==> config.mk <==
export PLATFORM = sky130hd
export DESIGN_NAME = jump_target_calc
export DESIGN_NICKNAME = d
export VERILOG_FILES = /design/src/rtl/jump_target_pkg.sv /design/src/rtl/jt_operand_unpack.sv /design/src/rtl/jt_rel_adder.sv /design/src/rtl/jt_result_reg.sv /design/src/rtl/jump_target_calc.sv
export SDC_FILE = /design/constraint.sdc
export NUM_CORES = 1
export LEC_CHECK = 0
export ABC_AREA = 1
export CAP_MARGIN = 15
export CORE_UTILIZATION = 45
export DETAILED_ROUTE_END_ITERATION = 12
export GPL_TIMING_DRIVEN = 0
export PLACE_DENSITY = 0.8
export SYNTH_ARGS = -nofsm -noshare
export SYNTH_HDL_FRONTEND = slang
export SYNTH_SLANG_ARGS = --single-unit
==> constraint.sdc <==
create_clock -name clk_i -period 0.8 [get_ports clk_i]
set_input_delay 0.16 -clock clk_i [delete_from_list [all_inputs] [get_ports clk_i]]
set_output_delay 0.16 -clock clk_i [all_outputs]
set_load 0.02 [all_outputs]
==> src/rtl/jump_target_pkg.sv <==
package jump_target_pkg;
  parameter int unsigned BYTE_W     = 8;
  parameter int unsigned OPND_BYTES = 4;
  parameter int unsigned OFF_W      = 2 * BYTE_W;
  parameter int unsigned OPND_W     = OPND_BYTES * BYTE_W;
  parameter int unsigned LEN_W      = 3;

  typedef enum logic [1:0] {
    JF_SHORT = 2'd0,
    JF_NEAR  = 2'd1,
    JF_FAR   = 2'd2,
    JF_RSVD  = 2'd3
  } jump_form_e;

  localparam logic [LEN_W-1:0] LEN_SHORT = LEN_W'(2);
  localparam logic [LEN_W-1:0] LEN_NEAR  = LEN_W'(3);
  localparam logic [LEN_W-1:0] LEN_FAR   = LEN_W'(5);

  typedef struct packed {
    logic [OFF_W-1:0] ip;
    logic [OFF_W-1:0] cs;
    logic             cs_load;
    logic [LEN_W-1:0] len;
  } jump_result_t;
endpackage

==> src/rtl/jt_operand_unpack.sv <==
module jt_operand_unpack
  import jump_target_pkg::*;
(
  input  jump_form_e        form_i,
  input  logic [OPND_W-1:0] opnd_i,
  output logic              legal_o,
  output logic              relative_o,
  output logic [OFF_W-1:0]  disp_o,
  output logic [OFF_W-1:0]  far_off_o,
  output logic [OFF_W-1:0]  far_seg_o,
  output logic [LEN_W-1:0]  len_o
);
  localparam int unsigned EXT_W = OFF_W - BYTE_W;

  logic [BYTE_W-1:0] byte_q [OPND_BYTES];

  for (genvar k = 0; k < OPND_BYTES; k++) begin : g_split
    assign byte_q[k] = opnd_i[k*BYTE_W +: BYTE_W];
  end

  assign far_off_o = {byte_q[1], byte_q[0]};
  assign far_seg_o = {byte_q[3], byte_q[2]};

  always_comb begin
    legal_o    = 1'b1;
    relative_o = 1'b1;
    disp_o     = '0;
    len_o      = '0;
    unique case (form_i)
      JF_SHORT: begin
        disp_o = {{EXT_W{byte_q[0][BYTE_W-1]}}, byte_q[0]};
        len_o  = LEN_SHORT;
      end
      JF_NEAR: begin
        disp_o = {byte_q[1], byte_q[0]};
        len_o  = LEN_NEAR;
      end
      JF_FAR: begin
        relative_o = 1'b0;
        len_o      = LEN_FAR;
      end
      default: begin
        legal_o    = 1'b0;
        relative_o = 1'b0;
      end
    endcase
  end

  always_comb begin
    if (form_i == JF_SHORT) begin
      assert (disp_o[OFF_W-1:BYTE_W] == {EXT_W{opnd_i[BYTE_W-1]}})
        else $error("p_short_sext_r3");
    end
  end
endmodule

==> src/rtl/jt_rel_adder.sv <==
module jt_rel_adder
  import jump_target_pkg::*;
(
  input  logic [OFF_W-1:0] ip_i,
  input  logic [LEN_W-1:0] len_i,
  input  logic [OFF_W-1:0] disp_i,
  output logic [OFF_W-1:0] target_o
);
  logic [OFF_W-1:0] next_seq;

  // address of the following instruction, then the displacement, both modulo 2^OFF_W
  assign next_seq = ip_i + OFF_W'(len_i);
  assign target_o = next_seq + disp_i;
endmodule

==> src/rtl/jt_result_reg.sv <==
module jt_result_reg
  import jump_target_pkg::*;
(
  input  logic         clk_i,
  input  logic         rst_ni,
  input  logic         load_i,
  input  jump_result_t res_i,
  output logic         valid_o,
  output jump_result_t res_o
);
  always_ff @(posedge clk_i or negedge rst_ni) begin
    if (!rst_ni) begin
      valid_o <= 1'b0;
      res_o   <= '0;
    end else begin
      valid_o <= load_i;
      if (load_i) res_o <= res_i;
    end
  end

  p_valid_follows_load_r2: assert property (@(posedge clk_i) disable iff (!rst_ni)
    load_i |=> valid_o);
  p_hold_without_load_r8: assert property (@(posedge clk_i) disable iff (!rst_ni)
    !load_i |=> !valid_o && $stable(res_o));
endmodule

==> src/rtl/jump_target_calc.sv <==
module jump_target_calc
  import jump_target_pkg::*;
(
  input  logic              clk_i,
  input  logic              rst_ni,
  input  logic              req_valid_i,
  input  logic [1:0]        form_i,
  input  logic [OFF_W-1:0]  ip_i,
  input  logic [OFF_W-1:0]  cs_i,
  input  logic [OPND_W-1:0] opnd_i,
  output logic              rsp_valid_o,
  output logic [OFF_W-1:0]  next_ip_o,
  output logic [OFF_W-1:0]  next_cs_o,
  output logic              cs_load_o,
  output logic [LEN_W-1:0]  len_o
);
  jump_form_e       form;
  logic             legal, relative;
  logic [OFF_W-1:0] disp, far_off, far_seg, rel_target;
  logic [LEN_W-1:0] len;
  jump_result_t     res_d, res_q;

  assign form = jump_form_e'(form_i);

  jt_operand_unpack i_unpack (
    .form_i     (form),
    .opnd_i     (opnd_i),
    .legal_o    (legal),
    .relative_o (relative),
    .disp_o     (disp),
    .far_off_o  (far_off),
    .far_seg_o  (far_seg),
    .len_o      (len)
  );

  jt_rel_adder i_adder (
    .ip_i     (ip_i),
    .len_i    (len),
    .disp_i   (disp),
    .target_o (rel_target)
  );

  always_comb begin
    res_d.ip      = relative ? rel_target : far_off;
    res_d.cs      = relative ? cs_i : far_seg;
    res_d.cs_load = !relative;
    res_d.len     = len;
  end

  jt_result_reg i_res (
    .clk_i   (clk_i),
    .rst_ni  (rst_ni),
    .load_i  (req_valid_i && legal),
    .res_i   (res_d),
    .valid_o (rsp_valid_o),
    .res_o   (res_q)
  );

  assign next_ip_o = res_q.ip;
  assign next_cs_o = res_q.cs;
  assign cs_load_o = res_q.cs_load;
  assign len_o     = res_q.len;

  p_rel_keeps_cs_r3: assert property (@(posedge clk_i) disable iff (!rst_ni)
    req_valid_i && (form_i == 2'd0 || form_i == 2'd1)
      |=> !cs_load_o && next_cs_o == $past(cs_i));
  p_near_len_r4: assert property (@(posedge clk_i) disable iff (!rst_ni)
    req_valid_i && form_i == 2'd1 |=> len_o == 3'd3);
  p_far_load_r5: assert property (@(posedge clk_i) disable iff (!rst_ni)
    req_valid_i && form_i == 2'd2
      |=> cs_load_o && len_o == 3'd5
          && next_ip_o == $past(opnd_i[15:0]) && next_cs_o == $past(opnd_i[31:16]));
  p_reserved_ignored_r7: assert property (@(posedge clk_i) disable iff (!rst_ni)
    req_valid_i && form_i == 2'd3
      |=> !rsp_valid_o && $stable(next_ip_o) && $stable(next_cs_o)
          && $stable(cs_load_o) && $stable(len_o));
endmodule

==> impl_results.md, run 1 <==
* Final hold slack at -33.2 ps
* ANT cells at 0
* Via-to-Cell Ratio at approximately 5.6
* Residual DRC count at 0
* Fmax achieved at 405 MHz
* CTS H-Tree Depth at 2
* Top-Level Pins at approximately 110
* FF+latch count, synth at 37
* Synthesized netlist cell count at about 440
* Leakage at 2.69 nW
* Placer Congestion at 0.860
* Worst path arrival time at roughly 2700 ps
* Number of global-route vias before repair at 3708
* Global-route wire length before repair at 17500 um
* Die Wd at about 83 um
* First-iteration detailed-routing DRC count at about 300
* Violated checks: negative hold slack, negative setup slack
* Minimum clock period at around 2500 ps
* Crit start category: input pin
* Crit path kind: in2reg
* Reg power frac at 27.9%
* RSZ-0062 raised after global routing: yes
* Max-slew violations at 0
* Final Hold Fails at 37
* Top cell type's share of synthesized area at between 30% and 40%
* Synthesis Warnings at 0
* PortBufs at between 100 and 150
* Total of max-cap violations at 0
* Std-Cell Rows at 29
* Final setup vio count at 74
* Routed wire length at approximately 13000 um
* Vias at 3772
* Initial Util at between 40% and 50%
* Die height at 83.1 um
* Hold/Removal Path Class: in2async
* Max Root-Sink Buffers at 2
* CTS clk-pin slew, worst paths at about 90 ps
* Synthesized area per cell at 6.77 um^2
* Register area share after synthesis at 31.3%
* Initial antenna violation count at 0
* Combinational Power Share at a little over half
* Critical Path End Type: flop
* Mapped Area at 2960 um^2
* Pwr Density at around 1600 nW/um^2
* Tcrit/Tclk final at 309%
* Full die area at about 6900 um^2
* Post-CTS Hold Buffers at 0
* Area Growth Syn to Fin at 81.1%
* Cell taking the most area after synthesis: dfrtp_1
* Clk pwr share at 19.8%
* Share of cells above drive strength 1 at 34.8%
* P_int at 5.28 mW
* Netlist cell types at 22
* Switching Fraction at 38.1%
* Post-synth net total at 541
* Worst slew pin tran at roughly 870 ps
* Nets at 705
* Worst Path Max Fanout at 3
* Routed Antenna Nets at 0
* Largest net degree at the start of global routing at 38
* Top cells by area, synth: dfrtp_1, nand2_1, ha_1, o21ai_0, inv_1
* Detail Placement HPWL at ~6600 um
* CTS tree: done
* Sw Pwr at around 3.3 mW
* Grt ovf at 0
* Outcome: finished with violations
* Post-DR wirelength/cell at ~18 um
* Relative slew slack at 41.8%
* Worst Slack Setup Final at -1670 ps
* Clock Sinks at 37
* Dpl ws at -2600 ps
* Clk root buf: clkbuf_8
* TritonRoute pass-1 iters at 7
* Core Area at about 6300 um^2
* GRT Overall Usage at roughly 32%
* Max IR drop VDD at 1.22 mV
* WP data required at around 1000 ps
* Worst-skew pair later-pin latency at about 300 ps
* Number of buffers created by CTS at 5
* Final setup skew at 0 ps
-- worst max-delay path, cell delays in order --
cell and delay [ps]:
buf_12 100, inv_12 40, ha_4 160, nor2_4 180
buf_6 140, nor2_4 40, fa_1 550, ha_4 150
inv_2 40, fa_2 340, inv_2 110, nand3_2 90
nand3_4 100, nand3_2 90, nand4_1 100, nand3_1 130
nand2_1 90, nand2_1 50
-- cells in the final DEF (no fill, tap or decap), drive strengths merged --
cell	count
nor2	40
inv	66
bufbuf	1
xor2	5
nand4	3
clkinvlp	1
xnor2	1
dlygate4sd2	3
bufinv	1
o21ai	51
dfrtp	37
clkinv	1
nand3	21
ha	31
nand2	140
o211ai	1
clkdlybuf4s50	62
clkbuf	12
fa	4
buf	97
a21oi	23
-- registers in the layout, summed over array words and instances, names as in the netlist --
name	cells
i_res.res_o	36
i_res.valid_o	1
-- area by class of cell --
type | instances | area [um^2]
plain buffers | 14 | 140
clock buffers | 5 | 68.8
clock inverters | 2 | 35.0
fillers | 377 | 992
inverters | 67 | 280
multi-input cells | 320 | 2240
flip-flops and latches | 37 | 926
well taps | 77 | 96.3
repair buffers | 156 | 1570
-- logic make-up (layout without fill, tap and decap cells) --
group | count (synthesis) | count (layout) | share of synthesized area, %
xor+xnor | 6 | 6 | 1.78
simple gates | 203 | 204 | 27.6
fa+ha+maj | 35 | 35 | 15.8
compound gates | 75 | 75 | 12.8
flops | 37 | 37 | 31.3
buf+inv | 81 | 244 | 10.8
-- power by group through the flow --
stage | Clock, mW | Combinational, mW | Sequential, mW
4_1_cts | 1.67 | 3.77 | 2.37
3_5_place_dp | 0 | 3.08 | 2.35
2_1_floorplan | 0 | 1.36 | 2.71
6_report | 1.69 | 4.46 | 2.38
5_1_grt | 1.74 | 4.74 | 2.40
3_3_place_gp | 0 | 3.02 | 2.34
-- Yosys cell counts (all sizes together) --
| cell type | number |
|---|---|
| xnor2 | 1 |
| nand4 | 3 |
| a21oi | 23 |
| ha | 31 |
| o211ai | 1 |
| clkbuf | 7 |
| nand3 | 21 |
| o21ai | 51 |
| xor2 | 5 |
| inv | 67 |
| nor2 | 40 |
| buf | 7 |
| nand2 | 139 |
| dfrtp | 37 |
| fa | 4 |
-- per-layer routing --
layer | GRT usage, % | up-vias | share of wire [%]
met3 | 3.68 | 72 | 5.7
met1 | 37.9 | 1785 | 38
met4 | 15.2 | 0 | 5.9
met2 | 57.6 | 211 | 51
met5 | 0 | - | 0
li1 | - | 1704 | -
-- through the flow --
stage          setup TNS, ps  area [um^2]  std cells  utilization, %  total power [mW]
2_1_floorplan         -24070         3140        437               -              4.07
3_3_place_gp         -119400         4290        619            67.5              5.36
3_5_place_dp          -74160         4280        619            67.4              5.43
4_1_cts               -31970         4960        658            78.1              7.81
5_1_grt               -37130         5360        678            84.4              8.88
6_report              -35000         5360        678            84.4              8.53
-- path summary, 6_finish.rpt --
path                                 start              end  slack (ps)  cells past startpoint
min reg2reg                i_res.res_o[25]  i_res.res_o[25]         510                      2
min                                 rst_ni  i_res.res_o[35]         -30                      1
min in group clk_i               opnd_i[1]  i_res.res_o[21]         300                      3
max reg2reg                i_res.res_o[20]  i_res.res_o[20]        -150                      4
max in group asynchronous           rst_ni  i_res.res_o[28]         290                      1
max                              form_i[1]  i_res.res_o[33]       -1670                     18
-- repair_timing --
item                       4_1_cts  5_1_grt
gates resized for setup        324       65
setup endpoints to repair       74       74
cloned                           4        0
buffers inserted                28       25
pin swaps                       23       45
Note: power is estimated with default switching activity, not from simulation.
==> run 2: changes to the inputs <==
GPL_TIMING_DRIVEN = not set   (was 0)
PLACE_DENSITY = not set   (was 0.8)
PLACE_DENSITY_LB_ADDON = 0.25   (was not set)
==> run 2 against run 1 <==
The run ends with negative setup slack left. Flip-flop and latch count unchanged. Final area is 3.6% lower. Sequential power hardly changed. First-iteration DRC count down 32%. Register-to-register slack improved by 80 ps. Worst setup slack improved by 46 ps. Final cell count is 0.88% higher. Fmax up 1.9%. Global-route usage fell by 4.9 points. Die area unchanged.
==> impl_results.md, run 2 (synthesis gave the netlist of run 1 again) <==
* Std-Cell Rows at 29
* Bufs and invs on worst path at 5
* WP data required at around 1000 ps
* Final Non-Filler Cells at around 700
* Crit-path cells: buf_12, inv_12, ha_4, nor2_4, buf_6, nor2_2, fa_1, inv_2, fa_2, inv_2, nand3_2, nand3_4, nand3_2, nand4_1, nand3_1, nand2_1, nand2_1
* Final hold slack at 325 ps
* Violated checks: negative setup slack
* Max-slew violations at 0
* CTS tree: done
* Most common cell after layout, fill and taps aside: nand2_1
* Crit path kind: in2reg
* Worst-skew pair later-pin latency at roughly 300 ps
* CTS H-Tree Depth at 2
* Routed Antenna Nets at 0
* Clk pwr share at a little under a fifth
* Via-to-Cell Ratio at 5.07
* Regs by FF count: i_res.res_o (36), i_res.valid_o (1)
* Worst Path Max Fanout at 5
* Initial Util at between 40 and 50%
* Fill cells at between 400 and 500
* ANT cells at 0
* Crit start category: input pin
* Multi-input gate area at approximately 2000 um^2
* Share of cells above drive strength 1 at between 30% and 40%
* Worst Slack Setup Final at -1620 ps
* PortBufs at between 100 and 150
* CTS clk-pin slew, worst paths at about 80 ps
* Top-Level Pins at approximately 110
* Critical Path End Type: flop
* Routed wire length at between 9000 and 10000 um
* Residual DRC count at 0
* Max Root-Sink Buffers at 2
* Clk root buf: clkbuf_8
* Area Growth Syn to Fin at 74.5%
* Crit-path slowest cell: fa_1
* Clock Sinks at 37
* Number of buffers created by CTS at 5
* Initial antenna violation count at 0
* Total of max-cap violations at 0
* Pwr Density at approximately 1500 nW/um^2
* Nets at approximately 700
* Final Hold Fails at 0
* Tcrit/Tclk final at 303%
* Post-DR wirelength/cell at 14.5 um
* Outcome: finished with violations
* Slowest cell delay on critical path at 590 ps
* Switching Fraction at 37.3%
* RSZ-0062 raised after global routing: yes
* Placed cell count at around 660
* Core Area at 6350 um^2
* Detail Placement HPWL at ~6700 um
* Total power draw at a little under 8 mW
* Final setup skew at 0 ps
* Vias at between 3k and 4k
* Most frequent cells in the layout: nand2_1, clkdlybuf4s50_1, buf_4, inv_1, buf_6
* Placer Congestion at ~0.9
* Leakage at 2.67 nW
* Full die area at a little under 7000 um^2
* GRT Overall Usage at between 20% and 30%
* Reg power frac at 30.3%
* Final setup vio count at 73
* Min-delay src: req_valid_i
* Worst path arrival time at 2610 ps
* Critical R2R Launch: i_res.res_o[34]
* Die height at approximately 83 um
* Biggest register: i_res.res_o
* First-iteration detailed-routing DRC count at slightly above 200
* Largest net degree at the start of global routing at 38
* P_int at just under 5 mW
* Max IR drop VDD at roughly 1.4 mV
* CP delay by family, top: adder cells
* Relative slew slack at about four fifths
* Hold/Removal Path Class: in2reg
* Grt ovf at 0
* Die Wd at 83.1 um
* Worst slew pin tran at between 200 and 300 ps
* Fmax achieved at a little over 400 MHz
* Minimum clock period at ~2400 ps
* Max FFs per register at 36
* Combinational Power Share at around 51%
* Crit path from: form_i[1]
* Number of global-route vias before repair at 3326
* TritonRoute pass-1 iters at 7
* FF+latch area at slightly above 900 um^2
* Sw Pwr at 2.95 mW
* Global-route wire length before repair at 15200 um
==> run 2: worst reg2reg max path, stage by stage (launching register included) <==
cell and delay [ps]:
dfrtp_1 410, buf_4 140, buf_4 120, nand2_1 50
nand2_1 50
==> run 2: metrics by stage <==
stage	utilization [%]	worst slack (ps)	instance area (um^2)	TNS, ps
after floorplan	-	-1540	3140	-24070
after global placement	72.6	-2210	4610	-67520
after detailed placement	72.6	-2300	4610	-69470
after CTS	77.1	-1560	4890	-35520
after global routing	81.3	-1730	5160	-37850
final	81.3	-1620	5160	-33890
==> run 2: area by class of cell <==
| type | instances | area share (%) |
|---|---|---|
| multi-input combinational | 319 | 39.4 |
| timing repair buffer | 176 | 33.6 |
| sequential | 37 | 17.9 |
| inverter | 67 | 5.33 |
| tap | 77 | 1.87 |
| clock buffer | 6 | 1.60 |
| clock inverter | 2 | 0.267 |
==> run 2: final timing paths <==
path / endpoint / slack (ps) / cells past startpoint
max: i_res.res_o[33] / -1620 / 17
min: i_res.valid_o / 320 / 4
min reg2reg: i_res.res_o[25] / 510 / 2
max reg2reg: i_res.res_o[34] / -70 / 4
min in group asynchronous: i_res.res_o[19] / 350 / 3
max in group asynchronous: i_res.res_o[8] / 260 / 3
==> run 2: power by group through the flow <==
stage / combinational, mW / sequential (mW) / clock [mW]
floorplan: 1.36 / 2.71 / 0
global placement: 3.35 / 2.35 / 0
detailed placement: 3.41 / 2.36 / 0
CTS: 3.65 / 2.38 / 1.48
global route: 4.36 / 2.43 / 1.56
finish: 4.05 / 2.39 / 1.46
==> run 2: timing repair <==
item	CTS	global route
setup buffers	7	14
endpoints found under the hold margin	37	0
cloned	0	1
endpoints found under the setup margin	74	74
hold buffers	1	0
gates resized for setup	249	51
pin swaps	15	23
==> run 2: metal layers <==
| layer | track usage [%] | share of wire (%) | vias up |
|---|---|---|---|
| met4 | 9.09 | 2.3 | 0 |
| met3 | 4.77 | 5.0 | 24 |
| met2 | 48.8 | 53 | 115 |
| met5 | 0 | 0 | - |
| li1 | - | - | 1707 |
| met1 | 32.7 | 40 | 1622 |
==> run 3: changes to the inputs <==
SKIP_LAST_GASP = 1   (was not set)
==> run 3 against run 2 <==
The run still ends with negative setup slack left. Final cell count did not move. Critical path depth did not move. Combinational power barely moved. Clock skew did not move. Clock power barely moved. Global-route usage did not move. Flip-flop and latch count did not move. Total power fell by 0.15%. Hold slack improved by 7.1 ps. Final area fell by 0.24%. Sequential share of layout area barely moved. Critical path type unchanged. Largest cell class unchanged.
==> impl_results.md, run 3 (synthesis gave the netlist of run 1 again) <==
* Number of buffers created by CTS at 5
* Share of cells above drive strength 1 at ~31%
* First-iteration detailed-routing DRC count at 170
* Max Root-Sink Buffers at 2
* CP delay by family, top: adder cells
* Initial antenna violation count at 0
* Bufs and invs on worst path at 5
* Placer Congestion at approximately 0.9
* Biggest register: i_res.res_o
* Switching Fraction at between 30% and 40%
* Largest net degree at the start of global routing at 38
* Minimum clock period at approximately 2400 ps
* Final Hold Fails at 0
* Detail Placement HPWL at 6680 um
* Worst Path Max Fanout at 5
* Max-slew violations at 0
* PortBufs at 105
* Final setup skew at 0 ps
* Max IR drop VDD at around 1.4 mV
* Sw Pwr at approximately 3 mW
* CTS H-Tree Depth at 2
* WP data required at between 900 and 1000 ps
* GRT Overall Usage at 27.2%
* Tcrit/Tclk final at 295%
* Top-Level Pins at between 100 and 150
* Most frequent cells in the layout: nand2_1, clkdlybuf4s50_1, buf_4, inv_1, buf_6
* Regs by FF count: i_res.res_o (36), i_res.valid_o (1)
* Reg power frac at a little under a third
* TritonRoute pass-1 iters at 4
* Nets at 710
* Critical Path End Type: flop
* Area Growth Syn to Fin at 74.0%
* Std-Cell Rows at 29
* ANT cells at 0
* Leakage at approximately 2.7 nW
* Relative slew slack at 79.6%
* Full die area at between 6000 and 7000 um^2
* Crit start category: input pin
* Vias at around 3.5k
* Clk root buf: clkbuf_8
* Pwr Density at roughly 1500 nW/um^2
* Worst path arrival time at about 2600 ps
* P_int at 4.95 mW
* Number of global-route vias before repair at 3326
* Core Area at approximately 6300 um^2
* Worst Slack Setup Final at -1560 ps
* Routed wire length at slightly below 10000 um
* Initial Util at approximately 47%
* Dpl ws at -2300 ps
* Fill cells at roughly 430
* Multi-input gate area at slightly above 2000 um^2
* Via-to-Cell Ratio at between 5 and 6
* Post-DR wirelength/cell at ~14 um
* Crit-path slowest cell: fa_1
* Routed Antenna Nets at 0
* Crit path kind: in2reg
* FF+latch area at a little over 900 um^2
* CTS tree: done
* Die Wd at slightly above 80 um
* Worst-skew pair later-pin latency at 300 ps
* Slowest cell delay on critical path at 590 ps
* Hold/Removal Path Class: in2reg
* Grt ovf at 0
* Max FFs per register at 36
* Outcome: finished with violations
* Combinational Power Share at approximately 51%
* Crit-path cells: buf_12, inv_12, ha_4, nor2_4, buf_6, nor2_2, fa_1, inv_2, fa_2, inv_2, nand3_2, nand3_4, nand3_2, nand4_1, nand3_1, nand2_1, nand2_1
* Die height at about 83 um
* CTS clk-pin slew, worst paths at 80 ps
* Fmax achieved at between 400 and 500 MHz
* Residual DRC count at 0
* Total power draw at a little under 8 mW
* RSZ-0062 raised after global routing: yes
* Clk pwr share at between 10% and 20%
* Sum of negative setup slack at -33720 ps
* Clock Sinks at 37
* Worst slew pin tran at 304 ps
* Violated checks: negative setup slack
* Total of max-cap violations at 0
* Final setup vio count at between 70 and 80
* Global-route wire length before repair at between 15000 and 20000 um
* Most common cell after layout, fill and taps aside: nand2_1
run 3: cell count changes in the layout (fill, tap and decap cells not counted):
cell     delta
nand2_4     -1
nand2_1     +1
nand3_2     -1
nand3_1     +1
run 3: routing by layer:
layer	global-route usage [%]	wire (um)
met5	0	0
met4	9.09	224
met3	4.77	373
met2	48.8	5230
met1	32.7	4090
run 3: final timing paths:
check | start | endpoint | slack [ps] | depth (start not counted)
worst max-delay path | form_i[1] | i_res.res_o[33] | -1560 | 17
min in group asynchronous | rst_ni | i_res.res_o[19] | 340 | 3
worst min register to register | i_res.res_o[25] | i_res.res_o[25] | 510 | 2
worst min-delay path | req_valid_i | i_res.valid_o | 330 | 4
worst max register to register | i_res.res_o[34] | i_res.res_o[34] | -70 | 4
max in group asynchronous | rst_ni | i_res.res_o[3] | 270 | 3
run 3: worst reg2reg max path, stage by stage (launching register included):
cell and delay (ps):
dfrtp_1 410, buf_4 140, buf_4 120, nand2_1 50, nand2_1 50
run 3: final cells by class:
cell class	instances	share of cell area [%]
inverter	67	5.34
clock inverter	2	0.267
clock buffer	6	1.60
multi-input combinational	319	39.3
sequential	37	18.0
timing repair buffer	176	33.6
tap	77	1.87
run 3: repair_timing:
| action | in CTS | in global routing |
|---|---|---|
| gates cloned | 0 | 1 |
| setup buffers | 7 | 14 |
| hold endpoints to repair | 37 | 0 |
| hold buffers | 1 | 0 |
| pin swaps | 15 | 22 |
| endpoints found under the setup margin | 74 | 74 |
| gates resized for setup | 249 | 48 |
run 3: metrics by stage:
step | cell area, um^2 | hold WS [ps] | utilization (%) | instances
2_1_floorplan | 3140 | -136 | - | 437
3_3_place_gp | 4610 | 141 | 72.6 | 655
3_5_place_dp | 4610 | 143 | 72.6 | 655
4_1_cts | 4890 | 350 | 77.1 | 671
5_1_grt | 5150 | 344 | 81.1 | 684
6_report | 5150 | 332 | 81.1 | 684
run 3: power groups by stage:
stage	Combinational, mW	Clock, mW	Sequential [mW]
after CTS	3.65	1.48	2.38
after global placement	3.35	0	2.35
after detailed placement	3.41	0	2.36
final	4.03	1.46	2.39
after floorplan	1.36	0	2.71
after global routing	4.35	1.56	2.43
